==> config.mk <==
export PLATFORM = sky130hd
export DESIGN_NAME = dly_read_tracker
export DESIGN_NICKNAME = d
export VERILOG_FILES = /design/src/rtl/dly_read_pkg.sv /design/src/rtl/dr_req_store.sv /design/src/rtl/dr_comp_timer.sv /design/src/rtl/dly_read_tracker.sv
export SDC_FILE = /design/constraint.sdc
export NUM_CORES = 1
export LEC_CHECK = 0
export CAP_MARGIN = 20
export CELL_PAD_IN_SITES_DETAIL_PLACEMENT = 1
export CELL_PAD_IN_SITES_GLOBAL_PLACEMENT = 1
export CORE_AREA = 2 2 93 95
export DETAILED_ROUTE_END_ITERATION = 6
export DIE_AREA = 0 0 95 97
export PLACE_DENSITY_LB_ADDON = 0.08
export SYNTH_ARGS = -nofsm -noshare
export SYNTH_HDL_FRONTEND = slang
export SYNTH_SLANG_ARGS = --single-unit
==> constraint.sdc <==
create_clock -name clk -period 4.5 [get_ports clk]
set_input_delay 0.9 -clock clk [delete_from_list [all_inputs] [get_ports clk]]
set_output_delay 0.9 -clock clk [all_outputs]
set_load 0.02 [all_outputs]
==> src/rtl/dly_read_pkg.sv <==
package dly_read_pkg;
  typedef struct packed {
    logic we;
    logic burst;
  } req_flags_t;
endpackage

==> src/rtl/dr_req_store.sv <==
module dr_req_store #(
  parameter int AW = 32,
  parameter int CW = 4,
  parameter int BW = 4
) (
  input  logic          clk,
  input  logic          rst,
  input  logic          load,
  input  logic [AW-1:0] addr_i,
  input  logic [CW-1:0] cmd_i,
  input  logic [BW-1:0] be_i,
  input  dly_read_pkg::req_flags_t flags_i,
  input  logic [AW-1:0] cmp_addr_i,
  input  logic [CW-1:0] cmp_cmd_i,
  output logic          match_o,
  output logic [AW-1:0] addr_o,
  output logic [CW-1:0] cmd_o,
  output logic [BW-1:0] be_o,
  output dly_read_pkg::req_flags_t flags_o
);
  always_ff @(posedge clk) begin
    if (rst) begin
      addr_o  <= '0;
      cmd_o   <= '0;
      be_o    <= '0;
      flags_o <= '0;
    end else if (load) begin
      addr_o  <= addr_i;
      cmd_o   <= cmd_i;
      be_o    <= be_i;
      flags_o <= flags_i;
    end
  end

  // both fields must agree for a retry to be the same read
  assign match_o = (cmp_addr_i == addr_o) && (cmp_cmd_i == cmd_o);
endmodule

==> src/rtl/dr_comp_timer.sv <==
module dr_comp_timer #(
  parameter int TMO_CYCLES = 65536
) (
  input  logic clk,
  input  logic rst,
  input  logic start,
  input  logic run,
  output logic expire_o
);
  localparam int CNT_W = (TMO_CYCLES > 1) ? $clog2(TMO_CYCLES) : 1;
  localparam logic [CNT_W-1:0] LAST = CNT_W'(TMO_CYCLES - 1);

  logic [CNT_W-1:0] cnt_q;

  always_ff @(posedge clk) begin
    if (rst || start) cnt_q <= '0;
    else if (run)     cnt_q <= cnt_q + 1'b1;
  end

  assign expire_o = run && (cnt_q == LAST);
endmodule

==> src/rtl/dly_read_tracker.sv <==
module dly_read_tracker #(
  parameter int AW = 32,
  parameter int CW = 4,
  parameter int BW = 4,
  parameter int TMO_CYCLES = 65536
) (
  input  logic          clk,
  input  logic          rst,
  input  logic          tgt_req_i,
  input  logic [AW-1:0] tgt_addr_i,
  input  logic [CW-1:0] tgt_cmd_i,
  input  logic [BW-1:0] tgt_be_i,
  input  logic          tgt_we_i,
  input  logic          tgt_burst_i,
  input  logic          tgt_pref_en_i,
  input  logic          tgt_in_prog_i,
  input  logic          tgt_done_i,
  output logic          same_read_o,
  output logic          retry_o,
  output logic          bk_req_o,
  output logic [AW-1:0] bk_addr_o,
  output logic [CW-1:0] bk_cmd_o,
  output logic [BW-1:0] bk_be_o,
  output logic          bk_we_o,
  output logic          bk_burst_o,
  input  logic          bk_accept_i,
  input  logic          bk_comp_i,
  input  logic          bk_status_i,
  output logic          req_pend_o,
  output logic          comp_pend_o,
  output logic          comp_status_o,
  output logic          flush_o
);
  import dly_read_pkg::*;

  logic req_pend_q, comp_pend_q, bk_req_q, status_q, flush_q;
  logic start_req, take_comp, done_hit, expire, match;
  req_flags_t in_flags, st_flags;

  assign start_req = tgt_req_i && !req_pend_q;
  assign take_comp = bk_comp_i && req_pend_q && !comp_pend_q;
  assign done_hit  = tgt_done_i && comp_pend_q;
  assign in_flags  = '{we: tgt_we_i, burst: tgt_burst_i && tgt_pref_en_i};

  dr_req_store #(.AW(AW), .CW(CW), .BW(BW)) u_store (
    .clk        (clk),
    .rst        (rst),
    .load       (start_req),
    .addr_i     (tgt_addr_i),
    .cmd_i      (tgt_cmd_i),
    .be_i       (tgt_be_i),
    .flags_i    (in_flags),
    .cmp_addr_i (tgt_addr_i),
    .cmp_cmd_i  (tgt_cmd_i),
    .match_o    (match),
    .addr_o     (bk_addr_o),
    .cmd_o      (bk_cmd_o),
    .be_o       (bk_be_o),
    .flags_o    (st_flags)
  );

  dr_comp_timer #(.TMO_CYCLES(TMO_CYCLES)) u_timer (
    .clk      (clk),
    .rst      (rst),
    .start    (take_comp),
    .run      (comp_pend_q && !tgt_in_prog_i),
    .expire_o (expire)
  );

  always_ff @(posedge clk) begin
    if (rst) begin
      req_pend_q  <= 1'b0;
      comp_pend_q <= 1'b0;
      bk_req_q    <= 1'b0;
      status_q    <= 1'b0;
      flush_q     <= 1'b0;
    end else begin
      flush_q <= expire && !done_hit;
      if (done_hit || expire) begin
        req_pend_q  <= 1'b0;
        comp_pend_q <= 1'b0;
        bk_req_q    <= 1'b0;
      end else begin
        if (start_req) begin
          req_pend_q <= 1'b1;
          bk_req_q   <= 1'b1;
        end else if (bk_accept_i) begin
          bk_req_q <= 1'b0;
        end
        if (take_comp) begin
          comp_pend_q <= 1'b1;
          status_q    <= bk_status_i;
        end
      end
    end
  end

  assign same_read_o   = req_pend_q && match;
  assign retry_o       = tgt_req_i && req_pend_q && !(match && comp_pend_q);
  assign bk_req_o      = bk_req_q;
  assign bk_we_o       = st_flags.we;
  assign bk_burst_o    = st_flags.burst;
  assign req_pend_o    = req_pend_q;
  assign comp_pend_o   = comp_pend_q;
  assign comp_status_o = status_q;
  assign flush_o       = flush_q;
endmodule

==> results.md, run 1 <==
- The run finished with clean final reports.
- The global placer's final weighted congestion is 0.757.
- The worst hold path begins at u_store.be_o[0]$_SDFFE_PP0P_.
- The first-pass GRT wire length is 13000 um.
- In this run the remaining antenna-violating nets after routing total 0.
- Across all layers, the routed design uses 2516 vias.
- The finished cells cover 0.00401 mm2.
- The number of nets at the end of the flow is 480.
- The number of antenna diodes is 0.
- The slew at the pin closest to its max-slew limit is 1.00 ns.
- The worst setup path is of the in2out kind.
- The busiest metal layer after global routing is met2.
- The endpoint type of the worst setup path is a primary output.
- In this run, synthesis inferred 0 flip-flops with an integrated enable.
- The upper clock frequency limit is 253 MHz.
- After detailed routing, the average wire length per cell comes to 15.2 um.
- The number of primary I/O pins is 100.
- The slowest cell on the critical path is clkdlybuf4s50_1.
- Summed over all layers, the routed wires come to 8180 um.
- The synthesis-to-layout area growth is 45.6%.
- For this run, the detailed router's first-pass iteration total came to 4.
- Overall power consumption after layout is estimated at 1.33 mW.
- The placed cell count is 522.
- Setup repair after global routing left no endpoint under its margin.
- The worst register-to-register path begins at req_pend_o$_SDFFE_PP0P_.
- Once the floorplan was initialized, standard cells occupied 33.8% of the core.
- The static leakage power is 1.45 nW.
- The number of nets handed over by synthesis was 386.
- The smallest clock period supported by the final layout is computed as 3.96 ns.
- The Yosys step of the flow raised 0 warnings.
- Clock skew on the completed layout was measured at 0.00811 ns.
- The post-synthesis instance total is 334.
- For this run, the leading register cell type out of synthesis is dfxtp_1.
- The initial antenna violation count is 0.
- CTS built an H-tree with a depth of 3.
- The worst hold path passes through 2 cells.
- The post-route worst hold slack is 0.459 ns.
- The placed instances occupy a cell area of 0.00381 mm2.
- The die is 95 um wide.
- On the worst path, the slowest cell contributes a delay of 0.60 ns.
- The core area is 0.00813 mm2.
- Of the cells placed in the final design, the portion with a size suffix greater than 1 is 6.00%.
- The final routed DRC violation total is 0.
- Setup total negative slack on the finished layout was measured at 0 ns.
- The cell sitting at the root of the clock tree is a clkbuf_8.
- After layout, the worst setup slack is 0.542 ns.
- Prior to clock tree synthesis, the placed netlist has a worst setup slack of 0.501 ns.
- The average instance in the mapped netlist occupies 8.24 um2.
- The clock reaches the later pin of the worst-skew pair after 0.34 ns.
- Excluding fillers, the count of instances in the completed layout stands at 538.
- In this run the vertical extent of the chip is 97 um.
- The count of standard-cell rows is 33.
- Max-cap violations in this run came to 0.
- The total of buffers placed on input and output ports is 99.
- Of the available clock period, the critical path in the final layout requires 88.0%.
- Buffers inserted during clock tree synthesis total 9.
- Walking the worst path, the cells encountered are clkdlybuf4s50_1, xor2_1, nor4_1, nand4_1, nor4_1, and3_1, clkdlybuf4s50_1.
- The fill cell total of the finished layout is 977.
- At the end of the flow the core is filled with cells to 49.3%.
- Headroom to the max-slew limit came out at 33.1%.
- The number of global-route vias before repair is 2607.
- For this block, the initial DRC count from the detailed router was 55.
- The path class of the lowest-slack min-delay path is reg2reg.
- The number of gates resized after CTS is 0.
- Setup violations remaining at the end of the flow were counted as 0.
- The netlist uses 29 different library cells.
- For this run, global-route usage on met2 was measured as 30.5%.
- For the worst flop-to-flop path, the logic depth is 3.
- The family of cells with the greatest summed delay on the critical path is buffers and inverters.
- For this run the aggregate overflow at the end of global routing stands at 0.
- Counting flops and latches in the post-synthesis netlist gives 63.
- In this run the power density over the cells is 331 mW/mm2.
- The total half-perimeter wirelength after legalization and detailed placement is 5950 um.
- Data on the critical path is required at its endpoint by 3.60 ns.
- The area of the die is 0.00922 mm2.
- The setup slack of the most critical reg-to-reg path is 2.74 ns.
- Entering global routing, the biggest net connects 44 pins.
- The number of buffer and inverter stages on the critical path is 2.
- Buffers inserted to repair hold after CTS numbered 0.
- The final number of hold-violating endpoints is 0.
- The CTS clock-pin slew for the worst setup and hold paths is 0.07 ns.
- TritonCTS built the clock tree.
- Global routing used 18.4% of the available tracks.
- The worst hold path terminates at u_store.be_o[0]$_SDFFE_PP0P_.
- The fraction of the yosys area taken by sequential cells is 45.8%.
- After clock tree synthesis, the setup repair step added 0 buffers.
- The clock sink count is 63.
- The endpoint identified for the worst register-to-register timing path is u_store.cmd_o[1]$_SDFFE_PP0P_.
- The share of synthesized flip-flops with an asynchronous set or reset is 0%.
- The number of buffers between clock root and the deepest sink is 2.
- The met3 track demand over resource in global routing is 3.12%.
- The max-slew violation total from the final report is 0.
- After detailed routing, the number of vias per cell comes to 4.68.
- The worst IR drop on VDD is 154 uV.
- The met1 demand-to-capacity share in global routing is 23.5%.
- The worst setup path is launched from an input pin.
- Data arrives at the worst endpoint at 3.06 ns.
- The largest fanout of any net on the critical path is 2.
- In this run the cell area of the synthesized design comes to 0.00275 mm2.
report_power, final:
group | leakage [nW] | internal [mW] | switching (mW) | total (mW)
clock network | 0.0936 | 0.271 | 0.218 | 0.489
logic | 0.845 | 0.117 | 0.116 | 0.233
registers | 0.515 | 0.582 | 0.0234 | 0.606
total | 1.45 | 0.970 | 0.357 | 1.33
layer usage:
layer	vias up	share of wire [%]
met5	-	0
met4	0	2.0
met3	11	2.7
met2	56	48
met1	1173	47
li1	1276	-
state kept, by name, summed over array words and instances (netlist names):
register,cells
u_store.cmd_o,4
u_store.flags_o,2
comp_status_o,1
req_pend_o,1
bk_req_o,1
comp_pend_o,1
u_store.addr_o,32
u_timer.cnt_q,16
u_store.be_o,4
flush_o,1
cell type report:
type	count	area, um2	share of cell area [%]
Clock inverter	3	42.5	1.06
Timing Repair Buffer	100	993	24.8
Inverter	2	7.51	0.187
Clock buffer	13	149	3.72
Multi-Input combinational cell	252	1420	35.5
Sequential cell	63	1260	31.5
Tap cell	105	131	3.28
synth_stat cells, types with 3 or more instances:
master | n | area share (%)
nand2_1 | 90 | 12
dfxtp_1 | 63 | 46
a21oi_1 | 44 | 8.0
xnor2_1 | 27 | 8.6
nor2_1 | 25 | 3.4
xor2_1 | 24 | 7.6
clkbuf_1 | 11 | 1.5
nand4_1 | 8 | 1.8
buf_2 | 6 | 1.1
nor4_1 | 6 | 1.4
nand3_1 | 4 | 0.73
and3_1 | 3 | 0.68
worst register-to-register path, delay by kind of cell, from the launching register on:
kind	cells	cell delay [ns]
simple gates	2	0.97
flops	1	0.56
compound gates	1	0.17
logic make-up (layout without fill, tap and decap cells):
group | after synthesis | count (layout) | synth area share [%]
simple gates | 152 | 152 | 25.4
flops | 63 | 63 | 45.8
buf+inv | 19 | 118 | 2.87
compound gates | 46 | 46 | 8.50
xor+xnor | 51 | 51 | 16.2
mux | 2 | 2 | 0.728
fa+ha+maj | 1 | 1 | 0.455
placed cells by master (no fill, tap or decap), drive strengths merged, types with 2 or more instances in the layout:
| master | instances |
|---|---|
| nand2b | 2 |
| nand4 | 8 |
| inv | 2 |
| and4 | 2 |
| nor4 | 6 |
| or2 | 3 |
| and3 | 3 |
| clkbuf | 13 |
| xor2 | 24 |
| nand3 | 6 |
| buf | 2 |
| dfxtp | 63 |
| mux2i | 2 |
| nor2 | 25 |
| clkdlybuf4s50 | 98 |
| nor3 | 2 |
| xnor2 | 27 |
| nand2 | 90 |
| a21oi | 44 |
worst max path at each step:
stage | start | to | slack, ns | cells after the start
finish | tgt_addr_i[4] | same_read_o | 0.54 | 7
global route | tgt_addr_i[16] | same_read_o | 0.34 | 7
CTS | tgt_addr_i[16] | same_read_o | 0.49 | 7
detailed placement | tgt_addr_i[16] | same_read_o | 0.50 | 7
global placement | tgt_addr_i[26] | same_read_o | 0.52 | 7
floorplan | tgt_addr_i[16] | same_read_o | 1.68 | 5
No activity file was read; power rests on OpenSTA's default activity.
==> run 2: changes to the inputs <==
--- a/config.mk
+++ b/config.mk
@@ -8,9 +8,9 @@
 export CAP_MARGIN = 20
 export CELL_PAD_IN_SITES_DETAIL_PLACEMENT = 1
 export CELL_PAD_IN_SITES_GLOBAL_PLACEMENT = 1
-export CORE_AREA = 2 2 93 95
+export CORE_AREA = 3 3 94 96
 export DETAILED_ROUTE_END_ITERATION = 6
-export DIE_AREA = 0 0 95 97
+export DIE_AREA = 0 0 97 99
 export PLACE_DENSITY_LB_ADDON = 0.08
 export SYNTH_ARGS = -nofsm -noshare
 export SYNTH_HDL_FRONTEND = slang
==> constraint.sdc (replaced) <==
create_clock -name clk -period 4.5 [get_ports clk]
set_input_delay 0.45 -clock clk [delete_from_list [all_inputs] [get_ports clk]]
set_output_delay 0.45 -clock clk [all_outputs]
set_load 0.02 [all_outputs]
==> run 2 against run 1 <==
  * Worst hold slack lost 0.0021 ns
  * Critical path depth did not move
  * Core utilization shrank 0.18 points
  * First-iteration DRC count is 18% higher
  * Register-to-register slack better by 0.08 ns
  * Critical path type unchanged
  * Critical endpoint unchanged
==> results.md, run 2 (synthesis gave the netlist of run 1 again) <==
- The worst IR drop on VDD is 134 uV (was 154 uV).
- The endpoint type of the worst setup path was a primary output (unchanged).
- The internal power consumption is 0.926 mW (was 0.970 mW).
- The number of antenna diodes was 0 (unchanged).
- The number of global-route vias before repair is 2673 (was 2607).
- The die boundary width is 97 um (was 95 um).
- The max-slew violation total from the final report was 0 (unchanged).
- The CTS clock-pin slew for the worst setup and hold paths is 0.07 ns (about the same).
- The share of power burned in registers is 46.9% (was 45.6%).
- The combinational cell fraction of total power is 18.0% (was 17.5%).
- The number of nets with antenna violations after detailed routing is 0 (unchanged).
- The TritonCTS clock tree is done (unchanged).
- The launching instance or port of the critical path is tgt_addr_i[16] (was tgt_addr_i[4]).
- The topmost layer with routed signal wires was met4 (unchanged).
- The number of buffers between clock root and the deepest sink was 2 (unchanged).
- Highest-count cells in the layout ignoring fill and taps: 98 x clkdlybuf4s50_1, 90 x nand2_1, 63 x dfxtp_1, 44 x a21oi_1, 27 x xnor2_1 (unchanged).
- The slew at the pin closest to its max-slew limit is 0.986 ns (was 1.00 ns).
- The final instance area was 0.00399 mm2 (was 0.00401 mm2).
- The total half-perimeter wirelength after legalization and detailed placement was 5700 um (was 5950 um).
- Setup repair after global routing missed its margin: false (unchanged).
- The number of maximum-capacitance violations is 0 (unchanged).
- The critical path start-end classification was in2out (unchanged).
- The net switching share of the total power is 28.1% (was 26.9%).
- The final clock skew is 0.00473 ns (was 0.00811 ns).
- The initial antenna violation count is 0 (unchanged).
- The total CTS buffers is 9 (unchanged).
- Registers with the highest flip-flop counts: u_store.addr_o (32), u_timer.cnt_q (16) (unchanged).
- The global placer's final weighted congestion was 0.738 (was 0.757).
- The post-route fraction of the period consumed by the critical path is 70.2% (was 88.0%).
- The net switching power is 0.363 mW (was 0.357 mW).
- The number of failing setup endpoints in the final timing report is 0 (unchanged).
- The insertion delay of the later-clocked pin in the worst-skew pair is 0.33 ns (was 0.34 ns).
- The power density of the placed cells was 323 mW/mm2 (was 331 mW/mm2).
- The number of vias in the routed layout is 2529 (was 2516).
- The wire length per cell after detailed routing came to 14.6 um (was 15.2 um).
- The endpoint of the most critical register-to-register path is u_store.addr_o[1]$_SDFFE_PP0P_ (was u_store.cmd_o[1]$_SDFFE_PP0P_).
- The worst slew margin relative to its limit is 34.1% (was 33.1%).
- The CTS H-tree depth came to 3 (unchanged).
- The starting density of the core is 33.8% (unchanged).
- The setup slack of the most critical reg-to-reg path was 2.82 ns (was 2.74 ns).
- The clock sink count is 63 (unchanged).
- The setup fix buffers added after clock tree synthesis is 0 (unchanged).
- The core area is 0.00813 mm2 (unchanged).
- The number of primary I/O pins was 100 (unchanged).
- The total of buffers placed on input and output ports is 99 (unchanged).
- The startpoint of the most critical register-to-register path is req_pend_o$_SDFFE_PP0P_ (unchanged).
- The shortest clock period the worst path allows after layout is 3.16 ns (was 3.96 ns).
- The number of DRC markers in iteration 0 was 65 (was 55).
- The path class of the lowest-slack min-delay path was reg2reg (unchanged).
- The pin count of the biggest net entering global routing was 46 (was 44).
- The number of nets at the end of the flow is 479 (was 480).
- The remaining global-route overflow is 0 (unchanged).
- The proportion of power drawn by the clock network was 35.1% (was 36.8%).
- The flip-flop count of the largest register, all copies and words added was 32 (unchanged).
- The layout cell share with drive strength beyond 1 was 6.48% (was 6.00%).
- The cell area after placement came to 0.00381 mm2 (about the same).
- The kind of launch point of the worst setup path is an input pin (unchanged).
- The start point of the worst hold path was u_store.flags_o[1]$_SDFFE_PP0P_ (was u_store.be_o[0]$_SDFFE_PP0P_).
- The total met3 wirelength after detailed routing is 315 um (was 225 um).
- The routed wire length is 7850 um (was 8180 um).
- The post-route met1 wirelength was 3610 um (was 3830 um).
- The number of vias per cell is 4.71 (was 4.68).
- The number of gates resized after CTS was 0 (unchanged).
- The length of the first detailed-routing pass in iterations is 4 (unchanged).
- The arrival time of data at the critical path endpoint is 2.71 ns (was 3.06 ns).
- The static leakage power was 1.44 nW (was 1.45 nW).
- The total met2 wirelength after detailed routing is 3830 um (was 3970 um).
- The final routed DRC violation total was 0 (unchanged).
- The final number of hold-violating endpoints is 0 (unchanged).
- The depth of the worst register-to-register path is 3 (unchanged).
- The count of standard-cell rows is 33 (unchanged).
- The largest fanout of any net on the critical path is 2 (unchanged).
- The end point of the critical path is same_read_o (unchanged).
- The global-route total usage across every layer is 17.2% (was 18.4%).
- The hold-fix buffer count after cts was 0 (unchanged).
- The first-pass GRT wire length is 13100 um (was 13000 um).
- The upper clock frequency limit is 317 MHz (was 253 MHz).
- The aggregate negative setup slack is 0 ns (unchanged).
- The leading cell type in the layout, fill and taps excluded is clkdlybuf4s50_1 (unchanged).
- The largest register by flop count is u_store.addr_o (unchanged).
- The synthesis-to-layout area growth came to 45.1% (was 45.6%).
- The required time reported for the critical path endpoint was 4.05 ns (was 3.60 ns).
- The area of the die came to 0.00960 mm2 (was 0.00922 mm2).
- The chip height is 99 um (was 97 um).
- The library cell used as clock root buffer is clkbuf_8 (unchanged).
- Status: finished, final reports clean (unchanged).
## run 2: cell count changes in the layout (fill, tap and decap cells not counted), sizes merged
| cell | change |
|---|---|
| clkbuf | -2 |
| clkinvlp | +2 |
| buf | -1 |
| bufinv | -1 |
| clkinv | +1 |
## run 2: worst max-delay path: stages
cell             delay, ns
clkdlybuf4s50_1       0.43
xor2_1                0.15
nor4_1                0.39
nand4_1               0.17
nor4_1                0.28
and3_1                0.23
clkdlybuf4s50_1       0.61
## run 2: worst min path at each step
stage / end / slack (ns) / cells after the start
6_report: u_store.flags_o[1]$_SDFFE_PP0P_ / 0.46 / 2
4_1_cts: u_store.flags_o[1]$_SDFFE_PP0P_ / 0.46 / 2
2_1_floorplan: u_timer.cnt_q[13]$_SDFFE_PP0P_ / 0.47 / 2
3_3_place_gp: u_store.flags_o[0]$_SDFFE_PP0P_ / 0.44 / 2
5_1_grt: u_store.flags_o[1]$_SDFFE_PP0P_ / 0.48 / 2
3_5_place_dp: u_store.flags_o[1]$_SDFFE_PP0P_ / 0.45 / 2
## run 2: routing by layer
metal	up-vias	GRT usage, %
li1	1272	-
met1	1194	21.8
met2	54	28.3
met3	9	3.89
met4	0	6.80
met5	-	0
## run 2: cell type report
cell class              instances  area, um2
clock buffers                  11        151
clock inverters                 5       32.5
fillers                       988       4140
inverters                       2       7.51
multi-input cells             252       1420
flip-flops and latches         63       1260
well taps                     105        131
repair buffers                 99        986
## run 2: per-stage QoR
step / std cells / hold WS (ns) / setup slack, ns / power, mW / util, %
2_1_floorplan: 334 / 0.472 / 2.58 / 0.727 / -
3_3_place_gp: 521 / 0.439 / 1.32 / 0.849 / 46.8
3_5_place_dp: 521 / 0.448 / 1.27 / 0.853 / 46.8
4_1_cts: 537 / 0.459 / 1.26 / 1.31 / 49.1
5_1_grt: 537 / 0.481 / 1.17 / 1.36 / 49.1
6_report: 537 / 0.457 / 1.34 / 1.29 / 49.1
## run 2: power groups by stage
stage	Sequential (mW)	Combinational (mW)	Clock (mW)
after global routing	0.609	0.253	0.498
after detailed placement	0.618	0.235	0
after global placement	0.617	0.232	0
after floorplan	0.644	0.0831	0
after CTS	0.605	0.236	0.472
final	0.605	0.232	0.453
